===== src/rtl/og_pkg.sv =====
`timescale 1ns/1ps
package og_pkg;

   typedef enum logic [1:0] {
      FLT_OV = 2'd0,
      FLT_UV = 2'd1,
      FLT_OC = 2'd2,
      FLT_OT = 2'd3
   } flt_e;

   localparam int NFLT = 4;

   function automatic logic en_active(input logic pin, input logic pol);
      return pol ? pin : ~pin;
   endfunction

endpackage


===== src/rtl/og_limits.sv =====
`timescale 1ns/1ps
module og_limits #(
   parameter int VW       = 10,
   parameter int OV_FLOOR = 200,
   localparam int XW      = VW + 4
) (
   input  logic [VW-1:0] sp,
   output logic [XW-1:0] ov_th,
   output logic [XW-1:0] uv_th,
   output logic [XW-1:0] pg_lo,
   output logic [XW-1:0] pg_hi
);

   localparam logic [XW-1:0] K3   = XW'(3);
   localparam logic [XW-1:0] K9   = XW'(9);
   localparam logic [XW-1:0] K10  = XW'(10);
   localparam logic [XW-1:0] K11  = XW'(11);
   localparam logic [XW-1:0] K13  = XW'(13);
   localparam logic [XW-1:0] FLR  = XW'(OV_FLOOR);

   logic [XW-1:0] spx;
   logic [XW-1:0] ov_raw;

   assign spx    = XW'(sp);
   assign ov_raw = (spx * K13) / K10;
   assign uv_th  = (spx * K3) >> 2;
   assign pg_lo  = (spx * K9) / K10;
   assign pg_hi  = (spx * K11) / K10;

   generate
      if (OV_FLOOR > 0) begin : g_floor
         assign ov_th = (ov_raw < FLR) ? FLR : ov_raw;
      end else begin : g_nofloor
         assign ov_th = ov_raw;
      end
   endgenerate

   always_comb begin
      assert (ov_th >= ov_raw) else $error("overvoltage limit below 130 percent");
   end

endmodule


===== src/rtl/og_qual.sv =====
`timescale 1ns/1ps
module og_qual #(
   parameter int QUAL_CYC = 8
) (
   input  logic clk,
   input  logic rst_n,
   input  logic cond,
   output logic hit
);

   generate
      if (QUAL_CYC == 1) begin : g_direct
         assign hit = cond;
      end else begin : g_count
         localparam int CW = $clog2(QUAL_CYC + 1);
         localparam logic [CW-1:0] LAST = CW'(QUAL_CYC - 1);
         localparam logic [CW-1:0] TOP  = CW'(QUAL_CYC);

         logic [CW-1:0] cnt;

         always_ff @(posedge clk or negedge rst_n) begin
            if (!rst_n) begin
               cnt <= '0;
            end else if (!cond) begin
               cnt <= '0;
            end else if (cnt != TOP) begin
               cnt <= cnt + 1'b1;
            end
         end

         assign hit = cond && (cnt >= LAST);

         AST_QUAL_STEADY: assert property (@(posedge clk) disable iff (!rst_n)
            hit |-> (cond && $past(cond)));
      end
   endgenerate

endmodule


===== src/rtl/og_pgood.sv =====
`timescale 1ns/1ps
module og_pgood #(
   parameter int QUAL_CYC = 8
) (
   input  logic clk,
   input  logic rst_n,
   input  logic target,
   input  logic force_low,
   output logic pg
);

   generate
      if (QUAL_CYC == 1) begin : g_direct
         always_ff @(posedge clk or negedge rst_n) begin
            if (!rst_n)         pg <= 1'b0;
            else if (force_low) pg <= 1'b0;
            else                pg <= target;
         end
      end else begin : g_count
         localparam int CW = $clog2(QUAL_CYC + 1);
         localparam logic [CW-1:0] LAST = CW'(QUAL_CYC - 1);

         logic [CW-1:0] cnt;

         always_ff @(posedge clk or negedge rst_n) begin
            if (!rst_n) begin
               pg  <= 1'b0;
               cnt <= '0;
            end else if (force_low) begin
               pg  <= 1'b0;
               cnt <= '0;
            end else if (target == pg) begin
               cnt <= '0;
            end else if (cnt >= LAST) begin
               pg  <= target;
               cnt <= '0;
            end else begin
               cnt <= cnt + 1'b1;
            end
         end
      end
   endgenerate

   AST_PG_FORCED: assert property (@(posedge clk) disable iff (!rst_n)
      force_low |=> !pg);

endmodule


===== src/rtl/outp_guard.sv =====
`timescale 1ns/1ps
module outp_guard
   import og_pkg::*;
#(
   parameter int VW        = 10,
   parameter int IW        = 10,
   parameter int TW        = 8,
   parameter int QUAL_CYC  = 1200,
   parameter int RETRY_CYC = 26000000,
   parameter int OV_FLOOR  = 200,
   parameter int RATED_I   = 400,
   parameter int OT_TRIP   = 120,
   parameter int OT_CLEAR  = 110
) (
   input  logic          clk,
   input  logic          rst_n,
   input  logic [VW-1:0] sp_code,
   input  logic [VW-1:0] v_code,
   input  logic [IW-1:0] i_code,
   input  logic [TW-1:0] t_code,
   input  logic          en_pin,
   input  logic          pol_pin,
   input  logic          ramp,
   input  logic          ok_in,
   output logic          pwr_en,
   output logic          ok_low,
   output logic          pg
);

   localparam int XW = VW + 4;
   localparam int RW = $clog2(RETRY_CYC + 1);
   localparam int OC_LIM = (RATED_I * 14) / 10;
   localparam logic [IW-1:0] OC_LIM_C = IW'(OC_LIM);
   localparam logic [TW-1:0] OT_SET_C = TW'(OT_TRIP);
   localparam logic [TW-1:0] OT_REL_C = TW'(OT_CLEAR);
   localparam logic [RW-1:0] RETRY_C  = RW'(RETRY_CYC);

   initial begin
      assert (QUAL_CYC >= 1)          else $error("QUAL_CYC must be at least 1");
      assert (RETRY_CYC >= 1)         else $error("RETRY_CYC must be at least 1");
      assert (OT_CLEAR < OT_TRIP)     else $error("release temperature must be below trip");
      assert (OT_TRIP < (1 << TW))    else $error("OT_TRIP does not fit TW");
      assert (OC_LIM < (1 << IW))     else $error("current limit does not fit IW");
      assert (OV_FLOOR < (1 << XW))   else $error("OV_FLOOR does not fit");
   end

   logic [XW-1:0] ov_th, uv_th, pg_lo, pg_hi;
   logic [XW-1:0] v_x;
   logic          en_act;
   logic [NFLT-1:0] cond, hit;

   logic          ov_lat, ot_lat;
   logic [RW-1:0] retry;
   logic          ov_n, ot_n, fault_n, fault_q, pwr_n;
   logic [RW-1:0] retry_n;
   logic          in_win, pg_target, pg_force;

   og_limits #(.VW(VW), .OV_FLOOR(OV_FLOOR)) u_lim (
      .sp   (sp_code),
      .ov_th(ov_th),
      .uv_th(uv_th),
      .pg_lo(pg_lo),
      .pg_hi(pg_hi)
   );

   assign v_x    = XW'(v_code);
   assign en_act = en_active(en_pin, pol_pin);

   always_comb begin
      cond         = '0;
      cond[FLT_OV] = v_x > ov_th;
      cond[FLT_UV] = pwr_en && !ramp && (v_x < uv_th);
      cond[FLT_OC] = i_code > OC_LIM_C;
      cond[FLT_OT] = t_code >= OT_SET_C;
   end

   generate
      for (genvar g = 0; g < NFLT; g++) begin : g_qual
         og_qual #(.QUAL_CYC(QUAL_CYC)) u_q (
            .clk  (clk),
            .rst_n(rst_n),
            .cond (cond[g]),
            .hit  (hit[g])
         );
      end
   endgenerate

   always_comb begin
      ov_n = hit[FLT_OV] | (ov_lat & en_act);
      ot_n = hit[FLT_OT] | (ot_lat & (t_code > OT_REL_C));
      if (hit[FLT_UV] || hit[FLT_OC])
         retry_n = RETRY_C;
      else if (retry != '0)
         retry_n = retry - 1'b1;
      else
         retry_n = '0;
      fault_n = ov_n | ot_n | (retry_n != '0);
      pwr_n   = en_act & ok_in & ~fault_n;
   end

   always_ff @(posedge clk or negedge rst_n) begin
      if (!rst_n) begin
         ov_lat <= 1'b0;
         ot_lat <= 1'b0;
         retry  <= '0;
         pwr_en <= 1'b0;
         ok_low <= 1'b0;
      end else begin
         ov_lat <= ov_n;
         ot_lat <= ot_n;
         retry  <= retry_n;
         pwr_en <= pwr_n;
         ok_low <= fault_n;
      end
   end

   assign fault_q   = ov_lat | ot_lat | (retry != '0);
   assign in_win    = (v_x >= pg_lo) && (v_x <= pg_hi);
   assign pg_target = in_win & pwr_en & ~ramp & ~fault_q;
   assign pg_force  = ~pwr_en | ramp;

   og_pgood #(.QUAL_CYC(QUAL_CYC)) u_pg (
      .clk      (clk),
      .rst_n    (rst_n),
      .target   (pg_target),
      .force_low(pg_force),
      .pg       (pg)
   );

   AST_EN_OFF: assert property (@(posedge clk) disable iff (!rst_n)
      !en_act |=> !pwr_en);
   AST_OV_HOLD: assert property (@(posedge clk) disable iff (!rst_n)
      (ov_lat && en_act) |=> !pwr_en);
   AST_OT_HOLD: assert property (@(posedge clk) disable iff (!rst_n)
      (ot_lat && (t_code > OT_REL_C)) |=> !pwr_en);
   AST_OK_EXCL: assert property (@(posedge clk) disable iff (!rst_n)
      ok_low |-> !pwr_en);
   AST_EXT_OFF: assert property (@(posedge clk) disable iff (!rst_n)
      !ok_in |=> !pwr_en);
   AST_PG_NEEDS_RUN: assert property (@(posedge clk) disable iff (!rst_n)
      !pwr_en |=> !pg);

endmodule


===== config.mk =====
export PLATFORM = sky130hd
export DESIGN_NAME = outp_guard
export DESIGN_NICKNAME = d
export VERILOG_FILES = /design/src/rtl/og_pkg.sv /design/src/rtl/og_limits.sv /design/src/rtl/og_qual.sv /design/src/rtl/og_pgood.sv /design/src/rtl/outp_guard.sv
export SDC_FILE = /design/constraint.sdc
export NUM_CORES = 1
export LEC_CHECK = 0
export CAP_MARGIN = 5
export CORE_MARGIN = 2
export CORE_UTILIZATION = 35
export CTS_BUF_LIST = sky130_fd_sc_hd__clkbuf_8 sky130_fd_sc_hd__clkbuf_16
export CTS_CLUSTER_DIAMETER = 150
export CTS_CLUSTER_SIZE = 24
export DETAILED_ROUTE_END_ITERATION = 16
export SETUP_SLACK_MARGIN = 0.5
export SLEW_MARGIN = 10
export SYNTH_ARGS = -nofsm -noshare
export SYNTH_HDL_FRONTEND = slang
export SYNTH_HIERARCHICAL = 1
export SYNTH_SLANG_ARGS = --single-unit
export TNS_END_PERCENT = 50

===== constraint.sdc =====
create_clock -name clk -period 4.01 [get_ports clk]
set_input_delay 1.203 -clock clk [delete_from_list [all_inputs] [get_ports clk]]
set_output_delay 1.203 -clock clk [all_outputs]
set_load 0.005 [all_outputs]

==> impl_metrics.yaml, run 1 <==
global_routing:
  grt_pass1_vias: 15100
  overflow: 0
  grtUsageTotal: 0.2134
  grt_pass1_wl_um: 73700
  antenna_found_initial: 0
  grt_max_degree: 86
clock_network:
  clock_latency_ns: 0.34
  numClockSinks: 85
  clkTransAtPathRegs_ns: 0.06
  cts_hold_buf: 0
  cts_inserted_buffers: 9
  htreeDepth: 3
  cts_tree: "yes"
  clockBufferDepth: 2
  root_buffer: "clkbuf_16"
logic_synthesis:
  synthArstFlopShare: 1.000
  synth_ff_type: "dfrtp_1"
  synth.avg_cell_area_um2: 7.731
  synth_enable_flop_cells: 0
  yosysTopAreaCell: "dfrtp_1"
  synth_top_area_frac: 0.1546
  netlist_instances: 1780
  yosysWarnings: 6
  synth_cell_types: 128
  ys_seq_area_frac: 0.1546
  netlist_area_um2: 13760
  ys_ff_latch: 85
  netlist_top_cells_area: "dfrtp_1, ha_1, xnor2_1"
floorplan:
  dieArea_um2: 40920
  die_x_um: 202.3
  initial_core_util: 0.3552
  coreArea_um2: 38740
  pin_count: 47
  fp-row-count: 72
  die_height_um: 202.3
setup_path:
  cp_slowest_cell: "a2111o_2"
  path_max_fanout: 6
  slowest_delay_ns: 0.56
  start_kind: "input port"
  required_ns: 4.27
  end_kind: "register"
  crit_type: "in -> reg"
  cpLargestDelayFamily: "compound AO/OA/AOI/OAI gates"
  cp.arrival_ns: 11.40
  crit_top_cell: "buf_4"
  critPathBufInv: 10
timing:
  max_freq_mhz: 89.82
  max_slew_margin: 0.6252
  rsz0062_at_grt: "true"
  worst_slack_ns: -7.124
  worst_pin_slew_ns: 0.5549
  fin_crit_sh: 2.776
  fin_setup_tns_ns: -185.17
  maxSlewViolCount: 0
  finalSetupViolations: 62
  hold_viol: 0
  min_period_ns: 11.13
  fin_worst_skew_ns: 0.006071
detailed_routing:
  vias: 15500
  drc: 0
  dr.pass1.iters: 7
  ant_nets: 0
  viasPerCell: 5.476
  finalWirelength_um: 45380
  drt-initial-drc-count: 937
  avgRoutedWirePerCell_um: 16.03
layout:
  finalInstanceArea_um2: 20330
  multi_input_area_um2: 12130
  ff_latch_area_um2: 2127
  instances_no_fill: 2830
  diodes: 0
  nFillCells: 3566
  drive_above_1_share: 0.3612
  final_nets: 2487
  area_growth_pct: 47.77
  final_cell_mix: "buf_4, inv_1, nor2_1"
  final_common_cell: "buf_4"
flow_run:
  drv_cap: 0
placed_design:
  io_buffer_count: 46
  place_area_um2: 18540
  routabilityCongestion: 0.9029
  dp_cells: 2753
  hpwl_um: 35230
outcome:
  violations: "negative setup slack"
  status: "finished, violations left"
worst_hold_path:
  hold_class: "reg -> reg"
-- sequential cells by signal, summed over array words and instances, names as in the netlist --
name,flops
pwr_en,1
retry,25
ok_low,1
u_pg/g_count.cnt,11
g_qual.u_q/g_count.cnt,44
ov_lat,1
ot_lat,1
u_pg/pg,1
-- synthesized netlist by cell type, types with 16 or more instances --
cell,instances
a21oi_1,126
or4_1,17
o31ai_1,26
nor3_1,55
ha_1,116
o21ai_1,23
nand2_1,113
o21bai_1,18
xor2_1,30
a21o_1,28
or3_1,31
nand2b_1,17
inv_1,150
o21a_1,16
a31oi_1,21
nor4_1,21
nand4_1,31
fa_1,20
clkbuf_1,30
xnor2_1,95
nor2_1,153
o21ai_0,89
dfrtp_1,85
and3_1,22
a211oi_1,18
nand3_1,57
-- per-layer routing --
metal  GRT usage  vias up  wire (um)
li1            -     7627          -
met1      0.2902     7501      21340
met5           0        -          0
met3     0.01193       44       1313
met2      0.3784      325      22190
met4     0.03311        0        535
-- final timing paths --
path / startpoint / to / slack [ns] / cells after the start
max in group asynchronous: rst_n / g_qual[1].u_q/g_count.cnt[0]$_DFFE_PN0P_ / 2.64 / 2
worst max register to register: retry[9]$_DFF_PN0_ / u_pg/g_count.cnt[2]$_DFF_PN0_ / 0.67 / 9
worst max-delay path: sp_code[8] / u_pg/g_count.cnt[2]$_DFF_PN0_ / -7.12 / 50
worst min register to register: retry[0]$_DFF_PN0_ / retry[0]$_DFF_PN0_ / 0.48 / 1
worst min-delay path: retry[0]$_DFF_PN0_ / retry[0]$_DFF_PN0_ / 0.48 / 1
min in group asynchronous: rst_n / retry[2]$_DFF_PN0_ / 0.75 / 1
-- kinds of logic (layout without fill, tap and decap cells) --
family	after synthesis	in the layout	share of synthesized area
compound gates	543	544	0.2784
xor+xnor	129	129	0.08520
fa+ha+maj	143	143	0.1397
buf+inv	223	742	0.06765
flops	85	85	0.1546
mux	27	27	0.02309
other cells	1	13	0.0002725
simple gates	629	629	0.2511
-- cell type report --
type | instances | area share
clock buffer | 10 | 0.01175
clock inverter | 6 | 0.002338
inverter | 159 | 0.03027
multi-input combinational | 1485 | 0.5963
sequential | 85 | 0.1046
tap | 518 | 0.03187
timing repair buffer | 567 | 0.2229
-- metrics by stage --
stage | util | hold WS, ns | setup WS [ns]
2_1_floorplan | - | 0.4554 | -7.328
3_3_place_gp | 0.4787 | 0.4817 | -8.099
3_5_place_dp | 0.4787 | 0.4855 | -8.356
4_1_cts | 0.5057 | 0.4860 | -7.058
5_1_grt | 0.5249 | 0.5118 | -7.524
6_report | 0.5249 | 0.4838 | -7.124
-- worst register-to-register path, delay by kind of cell (launching register included) --
kind	cells	cell delay, ns
xor gates and xnor gates	1	0.12
DFF	1	0.46
and+or+nand+nor	5	1.87
AOI/OAI and AO/OA	3	0.81
-- timing repair --
item / in CTS / in global routing
setup buffers: 31 / 27
cloned: 2 / 0
gates resized for setup: 125 / 96
endpoints found under the hold margin: 0 / 0
endpoints found under the setup margin: 62 / 62
pin swaps: 63 / 55
Power of run 1 is not shown: default switching activity piles up to over one toggle a cycle in this logic, so the estimate is an artifact.
==> run 2: changes to the inputs <==
--- a/config.mk
+++ b/config.mk
@@ -13,7 +13,7 @@
 export CTS_CLUSTER_SIZE = 24
 export DETAILED_ROUTE_END_ITERATION = 16
 export SETUP_SLACK_MARGIN = 0.5
-export SLEW_MARGIN = 10
+export SLEW_MARGIN = 20
 export SYNTH_ARGS = -nofsm -noshare
 export SYNTH_HDL_FRONTEND = slang
 export SYNTH_HIERARCHICAL = 1
==> run 2 against run 1 <==
Effect of this change:
- the run still ends with negative setup slack left
- final cell count about the same
- via count is 0.26% lower
- core utilization down 0.061 points
- worst setup slack worse by 0.0052 ns
- flip-flop and latch count unchanged
- non-clock buffer count shrank 1
- first-iteration DRC count rose by 0.21%
==> impl_metrics.yaml, run 2 (same netlist as run 1, synthesis figures left out) <==
setup_path:
  r2r-start: "retry[9]$_DFF_PN0_"
  crit_top_cell: "buf_4"
  path_max_fanout: 6
  r2r_end: "u_pg/g_count.cnt[2]$_DFF_PN0_"
  critPathBufInv: 13
  required_ns: 4.27
  r2r_setup_slack_ns: 0.66
  cpLargestDelayFamily: "compound AO/OA/AOI/OAI gates"
  end_kind: "register"
  slowest_delay_ns: 0.56
  cp.arrival_ns: 11.40
  cp_slowest_cell: "a2111o_2"
  start_kind: "input port"
  crit_type: "in -> reg"
  r2r_cells: 9
layout:
  instances_no_fill: 2829
  area_growth_pct: 47.60
  drive_above_1_share: 0.3609
  largest_register: "g_qual.u_q/g_count.cnt"
  final_common_cell: "buf_4"
  largest_register_ff_count: 44
  finalInstanceArea_um2: 20310
  final_cell_mix: "buf_4, inv_1, nor2_1"
  reg_top3: "g_qual.u_q/g_count.cnt (44), retry (25), u_pg/g_count.cnt (11)"
  nFillCells: 3571
  diodes: 0
  final_nets: 2486
worst_hold_path:
  holdPathEnd: "retry[0]$_DFF_PN0_"
  min_path_cells: 1
  hold_class: "reg -> reg"
  worstHoldStart: "retry[0]$_DFF_PN0_"
placed_design:
  place_area_um2: 18540
  dp_cells: 2753
  routabilityCongestion: 0.9029
  pre_cts_ws_ns: -8.356
  hpwl_um: 35230
  io_buffer_count: 46
clock_network:
  clkTransAtPathRegs_ns: 0.06
  cts_inserted_buffers: 9
  htreeDepth: 3
  root_buffer: "clkbuf_16"
  cts_hold_buf: 0
  numClockSinks: 85
  clock_latency_ns: 0.34
  cts_tree: "yes"
  clockBufferDepth: 2
global_routing:
  grt_max_degree: 86
  grt_pass1_vias: 15100
  grtUsageTotal: 0.2134
  grt_pass1_wl_um: 73700
  antenna_found_initial: 0
  overflow: 0
floorplan:
  die_x_um: 202.3
  coreArea_um2: 38740
  dieArea_um2: 40920
  initial_core_util: 0.3552
  pin_count: 47
  fp-row-count: 72
  die_height_um: 202.3
timing:
  finalSetupViolations: 62
  fin_setup_tns_ns: -185.18
  rsz0062_at_grt: "true"
  min_period_ns: 11.14
  fin_worst_skew_ns: 0.006807
  hold_viol: 0
  max_slew_margin: 0.4885
  max_freq_mhz: 89.78
  worst_pin_slew_ns: 0.7672
  fin_crit_sh: 2.778
  worst_slack_ns: -7.129
  maxSlewViolCount: 0
detailed_routing:
  finalWirelength_um: 45300
  ant_nets: 0
  vias: 15460
  dr.pass1.iters: 5
  drc: 0
  avgRoutedWirePerCell_um: 16.01
  drt-initial-drc-count: 939
  viasPerCell: 5.464
flow_run:
  drv_cap: 0
outcome:
  status: "finished, violations left"
  violations: "negative setup slack"
## run 2: timing repair
action | in CTS | in global routing
resized for setup | 125 | 96
endpoints found under the setup margin | 62 | 62
gates cloned | 2 | 0
buffers inserted | 31 | 27
hold endpoints to repair | 0 | 0
pin swaps | 63 | 55
## run 2: final cells by class
cell class | instances | area, um2 | area share
multi-input cells | 1485 | 12130 | 0.5970
repair buffers | 566 | 4508 | 0.2220
flip-flops and latches | 85 | 2127 | 0.1047
well taps | 518 | 648.1 | 0.03191
inverters | 159 | 615.6 | 0.03031
clock buffers | 10 | 239.0 | 0.01177
clock inverters | 6 | 47.55 | 0.002341
## run 2: per-layer routing
| layer | wire length [um] | GRT usage | vias up |
|---|---|---|---|
| met2 | 22250 | 0.3784 | 281 |
| met3 | 1238 | 0.01193 | 44 |
| met1 | 21300 | 0.2902 | 7510 |
| li1 | - | - | 7622 |
| met4 | 507 | 0.03311 | 0 |
| met5 | 0 | 0 | - |
## run 2: how the worst max path moves through the flow
stage / to / start / depth (start not counted)
after floorplan: u_pg/g_count.cnt[0]$_DFF_PN0_ / sp_code[4] / 50
after global placement: u_pg/g_count.cnt[0]$_DFF_PN0_ / sp_code[1] / 46
after detailed placement: u_pg/g_count.cnt[5]$_DFF_PN0_ / sp_code[4] / 46
after CTS: u_pg/g_count.cnt[2]$_DFF_PN0_ / sp_code[4] / 48
after global routing: u_pg/g_count.cnt[9]$_DFF_PN0_ / sp_code[8] / 50
final: u_pg/g_count.cnt[2]$_DFF_PN0_ / sp_code[8] / 52
## run 2: through the flow
stage	util	hold WS, ns
final	0.5243	0.4831
after global routing	0.5243	0.5118
after CTS	0.5057	0.4860
after detailed placement	0.4787	0.4855
after global placement	0.4787	0.4817
after floorplan	-	0.4554
Power of run 2 is left out for the same reason.
